==> src/rtl/boot_cs_pkg.sv <==
package boot_cs_pkg;

  typedef struct packed {
    logic mux;
    logic size;
    logic long_wait;
    logic swap;
  } strap_cfg_t;

  typedef enum logic [1:0] {
    ST_IDLE = 2'd0,
    ST_ADDR = 2'd1,
    ST_WAIT = 2'd2,
    ST_END  = 2'd3
  } bstate_t;

  // width code: 0 = 8 bit, 1 = 16 bit, 2 = 32 bit
  function automatic logic [1:0] width_code(input strap_cfg_t c);
    if (c.mux) return c.size ? 2'd2 : 2'd1;
    return c.size ? 2'd1 : 2'd0;
  endfunction

endpackage

==> src/rtl/boot_strap_latch.sv <==
module boot_strap_latch
  import boot_cs_pkg::*;
(
  input  logic       clk,
  input  logic       rst_n,
  input  strap_cfg_t straps,
  output strap_cfg_t cfg
);
  // loads while reset is held, frozen once reset is released
  always_ff @(posedge clk) begin
    if (!rst_n) cfg <= straps;
  end
endmodule

==> src/rtl/boot_wait_timer.sv <==
module boot_wait_timer #(
  parameter int WAIT_SHORT = 4,
  parameter int WAIT_LONG  = 48,
  localparam int CW = $clog2(WAIT_LONG + 1)
) (
  input  logic clk,
  input  logic rst_n,
  input  logic run,
  input  logic long_sel,
  input  logic ack,
  output logic hit
);
  logic [CW-1:0] cnt;
  logic [CW-1:0] limit;

  assign limit = long_sel ? CW'(WAIT_LONG) : CW'(WAIT_SHORT);

  always_ff @(posedge clk or negedge rst_n) begin
    if (!rst_n)       cnt <= CW'(1);
    else if (!run)    cnt <= CW'(1);
    else if (!hit)    cnt <= cnt + CW'(1);
  end

  assign hit = run && (ack || (cnt == limit));
endmodule

==> src/rtl/boot_rd_swap.sv <==
module boot_rd_swap #(
  parameter int DATA_W = 32,
  localparam int NB = DATA_W / 8
) (
  input  logic [1:0]        wmode,
  input  logic              swap,
  input  logic [DATA_W-1:0] din,
  output logic [DATA_W-1:0] dout
);
  logic [DATA_W-1:0] rev;

  generate
    for (genvar i = 0; i < NB; i++) begin : g_rev
      assign rev[8*i +: 8] = din[8*(NB-1-i) +: 8];
    end
  endgenerate

  always_comb begin
    dout = '0;
    unique case (wmode)
      2'd0: dout[7:0] = din[7:0];
      2'd1: dout[15:0] = swap ? {din[7:0], din[15:8]} : din[15:0];
      default: dout = swap ? rev : din;
    endcase
  end
endmodule

==> src/rtl/boot_cs_enables.sv <==
module boot_cs_enables #(
  parameter int NUM_CS   = 8,
  parameter int BOOT_IDX = 0
) (
  input  logic              clk,
  input  logic              rst_n,
  input  logic              we,
  input  logic [NUM_CS-1:0] wdata,
  output logic [NUM_CS-1:0] en
);
  generate
    for (genvar i = 0; i < NUM_CS; i++) begin : g_bit
      always_ff @(posedge clk or negedge rst_n) begin
        if (!rst_n)  en[i] <= (i == BOOT_IDX);
        else if (we) en[i] <= wdata[i];
      end
    end
  endgenerate
endmodule

==> src/rtl/boot_cs_ctrl.sv <==
module boot_cs_ctrl
  import boot_cs_pkg::*;
#(
  parameter int ADDR_W     = 25,
  parameter int DATA_W     = 32,
  parameter int NUM_CS     = 8,
  parameter int NM8_AW     = 24,
  parameter int NM16_AW    = 16,
  parameter int WAIT_SHORT = 4,
  parameter int WAIT_LONG  = 48
) (
  input  logic              clk,
  input  logic              rst_n,
  input  logic              strap_mux,
  input  logic              strap_size,
  input  logic              strap_wait,
  input  logic              strap_swap,
  input  logic              req_valid,
  output logic              req_ready,
  input  logic [ADDR_W-1:0] req_addr,
  output logic              rsp_valid,
  output logic [DATA_W-1:0] rsp_data,
  input  logic              en_we,
  input  logic [NUM_CS-1:0] en_wdata,
  output logic [NUM_CS-1:0] cs_enable,
  output logic              bus_cs_n,
  output logic              bus_oe_n,
  output logic              bus_ale,
  output logic [ADDR_W-1:0] bus_addr,
  output logic [DATA_W-1:0] bus_ad_out,
  output logic              bus_ad_oe,
  input  logic [DATA_W-1:0] bus_din,
  input  logic              bus_ack
);
  localparam logic [ADDR_W-1:0] MASK8  = ADDR_W'((64'd1 << NM8_AW) - 64'd1);
  localparam logic [ADDR_W-1:0] MASK16 = ADDR_W'((64'd1 << NM16_AW) - 64'd1);

  strap_cfg_t        straps, cfg;
  bstate_t           state;
  logic [ADDR_W-1:0] addr_q, amask;
  logic [DATA_W-1:0] swapped;
  logic              fire, hit;

  assign straps = '{mux: strap_mux, size: strap_size,
                    long_wait: strap_wait, swap: strap_swap};

  boot_strap_latch u_straps (
    .clk(clk), .rst_n(rst_n), .straps(straps), .cfg(cfg)
  );

  boot_cs_enables #(.NUM_CS(NUM_CS), .BOOT_IDX(0)) u_en (
    .clk(clk), .rst_n(rst_n), .we(en_we), .wdata(en_wdata), .en(cs_enable)
  );

  boot_wait_timer #(.WAIT_SHORT(WAIT_SHORT), .WAIT_LONG(WAIT_LONG)) u_wait (
    .clk(clk), .rst_n(rst_n), .run(state == ST_WAIT),
    .long_sel(cfg.long_wait), .ack(bus_ack), .hit(hit)
  );

  boot_rd_swap #(.DATA_W(DATA_W)) u_swap (
    .wmode(width_code(cfg)), .swap(cfg.swap), .din(bus_din), .dout(swapped)
  );

  always_comb begin
    if (cfg.mux)       amask = '1;
    else if (cfg.size) amask = MASK16;
    else               amask = MASK8;
  end

  assign req_ready = (state == ST_IDLE) && cs_enable[0];
  assign fire      = req_valid && req_ready;

  always_ff @(posedge clk or negedge rst_n) begin
    if (!rst_n) begin
      state    <= ST_IDLE;
      addr_q   <= '0;
      rsp_data <= '0;
    end else begin
      unique case (state)
        ST_IDLE: if (fire) begin
          addr_q <= req_addr & amask;
          state  <= cfg.mux ? ST_ADDR : ST_WAIT;
        end
        ST_ADDR: state <= ST_WAIT;
        ST_WAIT: if (hit) begin
          rsp_data <= swapped;
          state    <= ST_END;
        end
        default: state <= ST_IDLE;
      endcase
    end
  end

  assign rsp_valid  = (state == ST_END);
  assign bus_cs_n   = (state == ST_IDLE);
  assign bus_oe_n   = !((state == ST_WAIT) || (state == ST_END));
  assign bus_ale    = (state == ST_ADDR);
  assign bus_ad_oe  = (state == ST_ADDR);
  assign bus_ad_out = (state == ST_ADDR) ? DATA_W'(addr_q) : '0;
  assign bus_addr   = (!cfg.mux && !bus_oe_n) ? addr_q : '0;
endmodule

==> config.mk <==
export PLATFORM = sky130hd
export DESIGN_NAME = boot_cs_ctrl
export DESIGN_NICKNAME = d
export VERILOG_FILES = /design/src/rtl/boot_cs_pkg.sv /design/src/rtl/boot_strap_latch.sv /design/src/rtl/boot_wait_timer.sv /design/src/rtl/boot_rd_swap.sv /design/src/rtl/boot_cs_enables.sv /design/src/rtl/boot_cs_ctrl.sv
export SDC_FILE = /design/constraint.sdc
export NUM_CORES = 1
export LEC_CHECK = 0
export ABC_AREA = 1
export CAP_MARGIN = 20
export CORE_MARGIN = 5
export CORE_UTILIZATION = 48
export CTS_CLUSTER_SIZE = 10
export DETAILED_ROUTE_END_ITERATION = 7
export GPL_TIMING_DRIVEN = 1
export PLACE_DENSITY = 0.95
export SLEW_MARGIN = 20
export SYNTH_ARGS = -nofsm -noshare
export SYNTH_HDL_FRONTEND = slang
export SYNTH_SLANG_ARGS = --single-unit
==> constraint.sdc <==
create_clock -name clk -period 2.8 [get_ports clk]
set_input_delay 0.7 -clock clk [delete_from_list [all_inputs] [get_ports clk]]
set_output_delay 0.7 -clock clk [all_outputs]
set_load 0.01 [all_outputs]
# == After elaboration in Yosys (flattened, before gate mapping) ==
# Index checks and enable logic that the tools add are counted.
# totals
mem_bits_ro,0
latchBits,0
out_inout_bits,103
n_memories,0
wordCells,61
input_bits,74
regBits,77
mem_bits_rw,0
# classes
mux,21
div_mod_pow,0
addsub,1
n_reduce_logical,14
bitwise,1
shift,0
n_lt_le_gt_ge,0
eq_ne,8
mul,0
# op_table
cell,count
$mux 25,3
$mux 16,2
$mux 32,1
$pmux 8 s2,2
$and 25x25->25,1
$mux 24,1
$mux 6,3
$mux 2,6
$add 6x1->6 const B,1
$eq 6x6->1,1
$pmux 2 s3,1
$reduce_and 2->1,3
$eq 2x1->1 const B,2
$eq 2x2->1 const B,2
$logic_and 1x1->1,4
$logic_not 2->1,2
$ne 2x2->1 const B,2
$logic_not 1->1,2
$logic_or 1x1->1,2
$mux 1,2
$ne 2x1->1 const B,1
$reduce_or 2->1,1

# == Depth between registers and ports, before layout ==
# Gate-level depths: netlist of run 1.
# depth
ltp_word,6
ltp_mapped,10
depth_no_buf,9

# == By module ==
# Synthesis of run 1 repeated with hierarchy kept, for this count alone.
# hier_totals
hier_cells,668
area_unflattened_um2,4644.5
# by_module_without_submodules
module,seq_area_each_um2,cells_each,n_inst,area_per_inst_um2
boot_cs_ctrl,1476.4,384,1,2925.3
boot_rd_swap,0.0,184,1,843.3
boot_wait_timer,151.4,61,1,445.4
boot_cs_enables,201.4,34,1,306.5
boot_strap_latch,120.1,5,1,123.9

# == Worst setup path after synthesis of run 1 ==
# Ideal clock, no wire load.
# synth_path
kind,register to output
startpoint,reg state[1]
endpoint,out bus_ad_out[10]
arrival_time_ns,1.395
n_path_buf,2
stages_incl_launch_ff,7
t_required_ns,2.100
slack_ns,0.705
cell_sequence,dfrtp_1 > inv_1 > ha_1 > clkbuf_1 > clkbuf_1 > nand2_1 > inv_1
# synth_between
elab_chain_cells,2
# synth_lines
element,line_no,rtl
start: declaration,boot_cs_ctrl.sv:39,bstate_t state;
start signal: assignment,boot_cs_ctrl.sv:82,state <= cfg.mux ? ST_ADDR : ST_WAIT;
$eq 2x1->1,-,
net bus_ad_oe,boot_cs_ctrl.sv:31,"output logic bus_ad_oe,"
$mux 25,boot_cs_ctrl.sv:99,assign bus_ad_out = (state == ST_ADDR) ? DATA_W'(addr_q) : '0;
end: declaration,boot_cs_ctrl.sv:30,"output logic [DATA_W-1:0] bus_ad_out,"
# The timed path passes the listed nets, and every way through them passes these cells.

# == Worst setup path in the final report of run 1 ==
# layout_path
startpoint,reg state[1]
endpoint,out req_ready
# layout_between
elab_chain_cells,2
# layout_lines
element,line_no,rtl
$logic_not 2->1,boot_cs_ctrl.sv:70,assign req_ready = (state == ST_IDLE) && cs_enable[0];
$logic_and 1x1->1,boot_cs_ctrl.sv:70,
end: declaration,boot_cs_ctrl.sv:19,"output logic req_ready,"
# No other way between the ends.

==> impl_metrics.py, run 1 <==
metrics = {
    "cells_and_area": {
        "final_layout_size_suffix_gt1_share_pct": 7.44,
        "n_fill_cell": 718,
        "n_antenna_cell": 0,
        "finish.utilization_pct": 70.1,
        "syn2layout_area_growth_pct": 42.9,
        "finalNetCount": 859,
    },
    "power": {
        "irDropWorstVdd_mv": 0.483,
        "p_leak_nw": 3.32,
        "power_density_mw_per_mm2": 814,
    },
    "logic_synthesis": {
        "synth_cell_types": 23,
        "synth_area_per_cell_um2": 7.26,
        "ys_top_cells_by_area": "dfrtp_1, nand2_1, inv_1",
        "synth.yosys.seq_area_share_pct": 43.2,
        "synth-seq-cells": 77,
        "synth_area_mm2": 0.00451,
        "synthFlopType": "dfrtp_1",
        "synth.largest_area_cell": "dfrtp_1",
        "synth.most_common_cell": "nand2_1",
        "synth.top_cell.area_share_pct": 39.4,
        "synth_edf_count": 4,
        "yosys_warnings": 0,
        "syn_inst": 622,
        "synthArstFlopShare_pct": 94.8,
        "synth_common_cells": "nand2_1, inv_1, dfrtp_1",
    },
    "setup_path": {
        "critPathLaunch": "state[1]",
        "crit_family": "buffers and inverters",
        "r2r-start": "state[1]",
        "cp-start-kind": "register",
        "crit_arrival_ns": 2.01,
        "rrSetupSlack_ns": 0.93,
        "path_common_cell": "inv_1",
        "rr_endpoint": "addr_q[13]",
        "cp_num_buf_inv": 3,
        "crit_required_ns": 2.10,
        "slowest_stage": "clkdlybuf4s50_1",
        "path_cells": "inv_1 > ha_1 > nand2_1 > inv_1 > clkdlybuf4s50_1",
        "critPathMaxStageDelay_ns": 0.61,
        "critPathCaptureType": "output pin",
        "path_max_fanout": 5,
        "crit_type": "reg2out",
        "reg2regPathDepth": 8,
    },
    "floorplanning": {
        "die_h_um": 107,
        "start_util_pct": 49.1,
        "ioPinCount": 177,
        "die_w_um": 107,
        "die-area_mm2": 0.0114,
        "core_area_mm2": 0.00920,
        "num_rows": 35,
    },
    "status": {
        "status": "finished, final reports clean",
    },
    "detailed_routing": {
        "first_pass_iters": 6,
        "ant_nets": 0,
        "wl_per_cell_um": 15.7,
        "drc": 0,
        "avgViaCountPerCell": 5.09,
        "wl_mm": 14.0,
        "drt_iter0_drc": 297,
        "via_count": 4532,
    },
    "global_route": {
        "grt_pass1_vias": 4568,
        "grt_max_degree": 55,
        "grt_first_pass_wirelength_mm": 22.4,
        "grt_usage_pct": 24.9,
        "grt-ovfl-total": 0,
        "grt_antenna_before_repair": 0,
    },
    "placed_design": {
        "globalplace.congestion": 0.910,
        "io_buffers": 169,
        "dp_slack_ns": 0.333,
        "dp_hpwl_mm": 10.7,
    },
    "clock_tree": {
        "cts-root-buf": "clkbuf_8",
        "clkTransAtPathRegs_ns": 0.08,
        "htree_num_levels": 3,
        "numCtsBuffers": 9,
        "clkSinkCount": 77,
        "cts_hold_buf": 0,
        "cts_tree": "yes",
        "clockBufferDepth": 2,
        "insertion_delay_ns": 0.36,
    },
    "sta": {
        "slew_headroom_pct": 58.5,
        "max_freq_mhz": 368,
        "worst-slew-pin-transition_ns": 0.622,
        "maxSlewViolCount": 0,
        "finalHoldViolCount": 0,
        "period_share_pct": 97.0,
        "fin_worst_skew_ns": 0.0155,
        "setup_ws_ns": 0.0852,
        "setup_violations": 0,
        "post-route-min-period_ns": 2.71,
    },
    "job": {
        "maxCapViolations": 0,
    },
    "worst_hold_path": {
        "hold_path.class": "in2async",
    },
}
==> placed cells by master (no fill, tap or decap), types with 2 or more instances in the layout <==
master / synthesis / layout
buf_4: 12 / 7
inv_1: 87 / 87
mux2_2: 8 / 8
clkinv_4: 0 / 2
ha_1: 10 / 8
nor2_1: 33 / 33
xor2_1: 3 / 3
clkbuf_16: 0 / 2
clkbuf_8: 0 / 10
nand2_1: 235 / 235
o21ai_0: 60 / 60
conb_1: 1 / 7
nand3_1: 44 / 44
dfstp_2: 2 / 2
clkdlybuf4s50_1: 0 / 161
ha_2: 0 / 2
dlymetal6s2s_1: 0 / 6
dfrtp_1: 71 / 71
o21ai_2: 18 / 18
edfxtp_1: 4 / 4
==> through the flow <==
step | total power, W | cell area, µm² | setup TNS [ns] | hold WS, ns | cells
6_report | 0.00525 | 6450 | 0 | 0.259 | 891
5_1_grt | 0.00560 | 6450 | -0.0192 | 0.284 | 891
4_1_cts | 0.00526 | 6410 | 0 | 0.258 | 890
3_5_place_dp | 0.00426 | 6170 | 0 | 0.462 | 874
3_3_place_gp | 0.00413 | 6170 | 0 | 0.458 | 874
2_1_floorplan | 0.00304 | 4540 | 0 | 0.404 | 628
==> registers in the layout (all words and copies together), names as in the netlist <==
| signal | count |
|---|---|
| u_wait.cnt | 6 |
| u_straps.cfg | 4 |
| u_en.en | 8 |
| rsp_data | 32 |
| addr_q | 25 |
| state | 2 |
==> cells by family after synthesis <==
group / count (synthesis) / synth area share [%]
adders and majority gates: 10 / 2.77
AOI/OAI and AO/OA: 79 / 10.3
and+or+nand+nor: 316 / 28.3
DFF: 77 / 43.2
other: 1 / 0.0831
xor gates and xnor gates: 3 / 0.582
muxes: 8 / 2.00
buffers and inverters: 128 / 12.8
==> final cells by class <==
class | count | area, µm² | area share [%]
clock inverter | 3 | 47.5 | 0.737
clock buffer | 13 | 191 | 2.97
inverter | 87 | 327 | 5.07
multi-input combinational | 423 | 2010 | 31.2
sequential | 77 | 1950 | 30.2
timing repair buffer | 177 | 1780 | 27.6
tap | 111 | 139 | 2.15
==> repair_timing <==
item	CTS	global route
setup endpoints to repair	26	45
gates resized for setup	3	10
buffers inserted	0	1
endpoints found under the hold margin	0	0
==> worst max-delay path by stage <==
stage | end | slack, ns | cells past startpoint
3_3_place_gp | bus_addr[19] | 0.47 | 6
2_1_floorplan | bus_ad_out[10] | 0.70 | 6
6_report | req_ready | 0.09 | 5
3_5_place_dp | bus_addr[13] | 0.33 | 6
4_1_cts | bus_addr[8] | 0.005 | 6
5_1_grt | req_ready | -0.02 | 5
==> layer usage <==
layer / wire, µm / track usage [%]
met5: 0 / 0
met2: 7490 / 45.6
met1: 5090 / 27.2
met4: 750 / 13.7
met3: 694 / 3.91
==> power by group <==
| part | switching [W] | internal (W) | total [W] |
|---|---|---|---|
| clock | 0.000425 | 0.000548 | 0.000974 |
| combinational | 0.00132 | 0.00117 | 0.00249 |
| sequential | 0.000258 | 0.00153 | 0.00179 |
| total | 0.00200 | 0.00325 | 0.00525 |
Note: power is estimated with default switching activity, not from simulation.
==> run 2: changes to the inputs <==
--- a/config.mk
+++ b/config.mk
@@ -11,7 +11,7 @@
 export CORE_UTILIZATION = 48
 export CTS_CLUSTER_SIZE = 10
 export DETAILED_ROUTE_END_ITERATION = 7
-export GPL_TIMING_DRIVEN = 1
+export GPL_TIMING_DRIVEN = 0
 export PLACE_DENSITY = 0.95
 export SLEW_MARGIN = 20
 export SYNTH_ARGS = -nofsm -noshare
==> run 2 against run 1 <==
  * Critical path depth rose by 1
  * Critical path type unchanged
  * Count of clock-buffer cells in the layout is 2 lower
  * First-iteration DRC count rose by 70%
  * Largest cell class is now buffers
  * Critical endpoint is now bus_addr[24]
  * Core utilization is 3.1 points higher
  * Register-to-register slack improved by 0.02 ns
  * Sequential share of layout area shrank 1.3 points
  * Clock skew grew 0.0019 ns
  * Clock power decreased by 3.0%
==> impl_metrics.py, run 2 (synthesized netlist as in run 1, its figures left out) <==
metrics = {
    "clock_tree": {
        "clkSinkCount": 77,
        "clockBufferDepth": 2,
        "cts_hold_buf": 0,
        "cts-root-buf": "clkbuf_8",
        "numCtsBuffers": 9,
        "clkTransAtPathRegs_ns": 0.08,
        "cts_tree": "yes",
        "insertion_delay_ns": 0.35,
        "htree_num_levels": 3,
    },
    "sta": {
        "post-route-min-period_ns": 2.73,
        "finalHoldViolCount": 0,
        "maxSlewViolCount": 0,
        "setup_violations": 0,
        "period_share_pct": 97.4,
        "max_freq_mhz": 367,
        "slew_headroom_pct": 62.5,
        "worst-slew-pin-transition_ns": 0.560,
        "fin_worst_skew_ns": 0.0174,
        "setup_ws_ns": 0.0715,
        "rsz0062_at_grt": "yes",
    },
    "floorplanning": {
        "core_area_mm2": 0.00920,
        "die_w_um": 107,
        "ioPinCount": 177,
        "num_rows": 35,
        "die_h_um": 107,
        "start_util_pct": 49.1,
        "die-area_mm2": 0.0114,
    },
    "cells_and_area": {
        "final_common_cell": "nand2_1",
        "layoutNonFillerInstCount": 931,
        "final_layout_size_suffix_gt1_share_pct": 11.2,
        "finalNetCount": 899,
        "multiInputGateArea_mm2": 0.00203,
        "seq_area_mm2": 0.00195,
        "fin_area_mm2": 0.00674,
        "syn2layout_area_growth_pct": 49.3,
        "reg.largest.list": "rsp_data x32, addr_q x25, u_en.en x8",
        "final_cell_mix": "nand2_1, clkdlybuf4s50_1, inv_1, dfrtp_1, o21ai_0",
        "top_register": "rsp_data",
        "n_antenna_cell": 0,
        "largest_reg_flops": 32,
        "finish.utilization_pct": 73.3,
        "n_fill_cell": 666,
    },
    "placed_design": {
        "io_buffers": 168,
        "globalplace.congestion": 0.952,
        "dp_slack_ns": -0.192,
        "placedInstanceArea_mm2": 0.00638,
        "dp_hpwl_mm": 10.9,
        "dp.cells": 908,
    },
    "power": {
        "p_leak_nw": 3.66,
        "power_density_mw_per_mm2": 798,
        "irDropWorstVdd_mv": 0.710,
    },
    "setup_path": {
        "rrSetupSlack_ns": 0.95,
        "cp-start-kind": "register",
        "cp_num_buf_inv": 3,
        "cp_num_cells": 6,
        "r2r-start": "u_straps.cfg[3]",
        "rr_endpoint": "rsp_data[4]",
        "critPathMaxStageDelay_ns": 0.60,
        "slowest_stage": "clkdlybuf4s50_1",
        "endpoint": "bus_addr[24]",
        "path_max_fanout": 8,
        "critPathLaunch": "state[0]",
        "crit_arrival_ns": 2.03,
        "crit_family": "buffers and inverters",
        "crit_type": "reg2out",
        "critPathCaptureType": "output pin",
        "path_cells": "inv_1 > ha_1 > buf_6 > o21ai_4 > nor2_1 > clkdlybuf4s50_1",
        "crit_required_ns": 2.10,
        "reg2regPathDepth": 9,
    },
    "detailed_routing": {
        "ant_nets": 0,
        "drc": 0,
        "first_pass_iters": 6,
        "drt_iter0_drc": 504,
        "avgViaCountPerCell": 4.99,
        "via_count": 4648,
        "wl_mm": 14.2,
        "wl_per_cell_um": 15.3,
    },
    "global_route": {
        "grt_first_pass_wirelength_mm": 22.3,
        "grt_antenna_before_repair": 0,
        "grt_max_degree": 47,
        "grt-ovfl-total": 0,
        "grt_usage_pct": 24.7,
        "grt_pass1_vias": 4433,
    },
    "job": {
        "maxCapViolations": 0,
    },
    "status": {
        "status": "finished, final reports clean",
    },
    "worst_hold_path": {
        "hold_path.class": "in2async",
    },
}
-- run 2: changes by cell type in the layout (fill, tap and decap cells not counted), sizes merged --
cell / previous run / this run
bufinv: 1 / 2
clkbuf: 13 / 18
dlymetal6s2s: 6 / 14
clkdlybuf4s50: 161 / 141
dlygate4sd2: 1 / 11
buf: 9 / 43
clkdlybuf4s15: 0 / 1
inv: 87 / 88
clkinvlp: 0 / 1
clkinv: 2 / 1
-- run 2: per-layer routing --
layer  global-route usage [%]  wire length [µm]  vias to the layer above
li1                         -                 -                     2281
met1                     31.1              5560                     2106
met2                     42.0              7130                      212
met3                     4.09               978                       49
met4                     10.0               549                        0
met5                        0                 0                        -
-- run 2: final cells by class --
cell class | count | area share, %
Clock buffer | 11 | 2.10
Timing Repair Buffer | 177 | 26.5
Tap cell | 111 | 2.06
Sequential cell | 77 | 29.0
Inverter | 87 | 4.85
Clock inverter | 5 | 1.21
Buffer | 40 | 4.12
Multi-Input combinational cell | 423 | 30.2
-- run 2: worst min-delay path by stage --
stage / depth (start not counted) / end / start / slack [ns]
floorplan: 0 / addr_q[0] / rst_n / 0.40
global placement: 2 / rsp_data[12] / rsp_data[12] / 0.46
detailed placement: 2 / rsp_data[8] / rsp_data[8] / 0.46
CTS: 1 / rsp_data[30] / rst_n / 0.28
global route: 1 / rsp_data[30] / rst_n / 0.29
finish: 1 / rsp_data[30] / rst_n / 0.28
-- run 2: repair_timing --
item / CTS / global route
endpoints found under the setup margin: 51 / 34
gates resized for setup: 27 / 21
buffers inserted: 6 / 2
pin swaps: 1 / 0
-- run 2: per-stage QoR --
step | TNS, ns | hold WS (ns) | power (W)
after floorplan | 0 | 0.404 | 0.00304
after global placement | -121.38 | 0.460 | 0.00425
after detailed placement | -2.18 | 0.462 | 0.00432
after CTS | -0.00965 | 0.277 | 0.00535
after global routing | 0 | 0.291 | 0.00576
final | 0 | 0.275 | 0.00538
-- run 2: worst reg2reg max path, delay by kind of cell, from the launching register on --
family                     cells  cell delay [ns]
and+or+nand+nor                5             0.56
buffers and inverters          3             0.49
adders and majority gates      1             0.31
DFF                            1             0.44
-- run 2: where the power goes --
part	switching (W)	internal [W]	total, W
sequential	0.000249	0.00153	0.00178
clock	0.000416	0.000529	0.000945
combinational	0.00137	0.00128	0.00265
total	0.00203	0.00334	0.00538
==> run 3: changes to the inputs <==
--- a/config.mk
+++ b/config.mk
@@ -6,6 +6,7 @@
 export NUM_CORES = 1
 export LEC_CHECK = 0
 export ABC_AREA = 1
+export ABC_CLOCK_PERIOD_IN_PS = 2800
 export CAP_MARGIN = 20
 export CORE_MARGIN = 5
 export CORE_UTILIZATION = 48
==> results of run 3 <==
No change in the layout: final DEF, timing and power equal those of run 2.
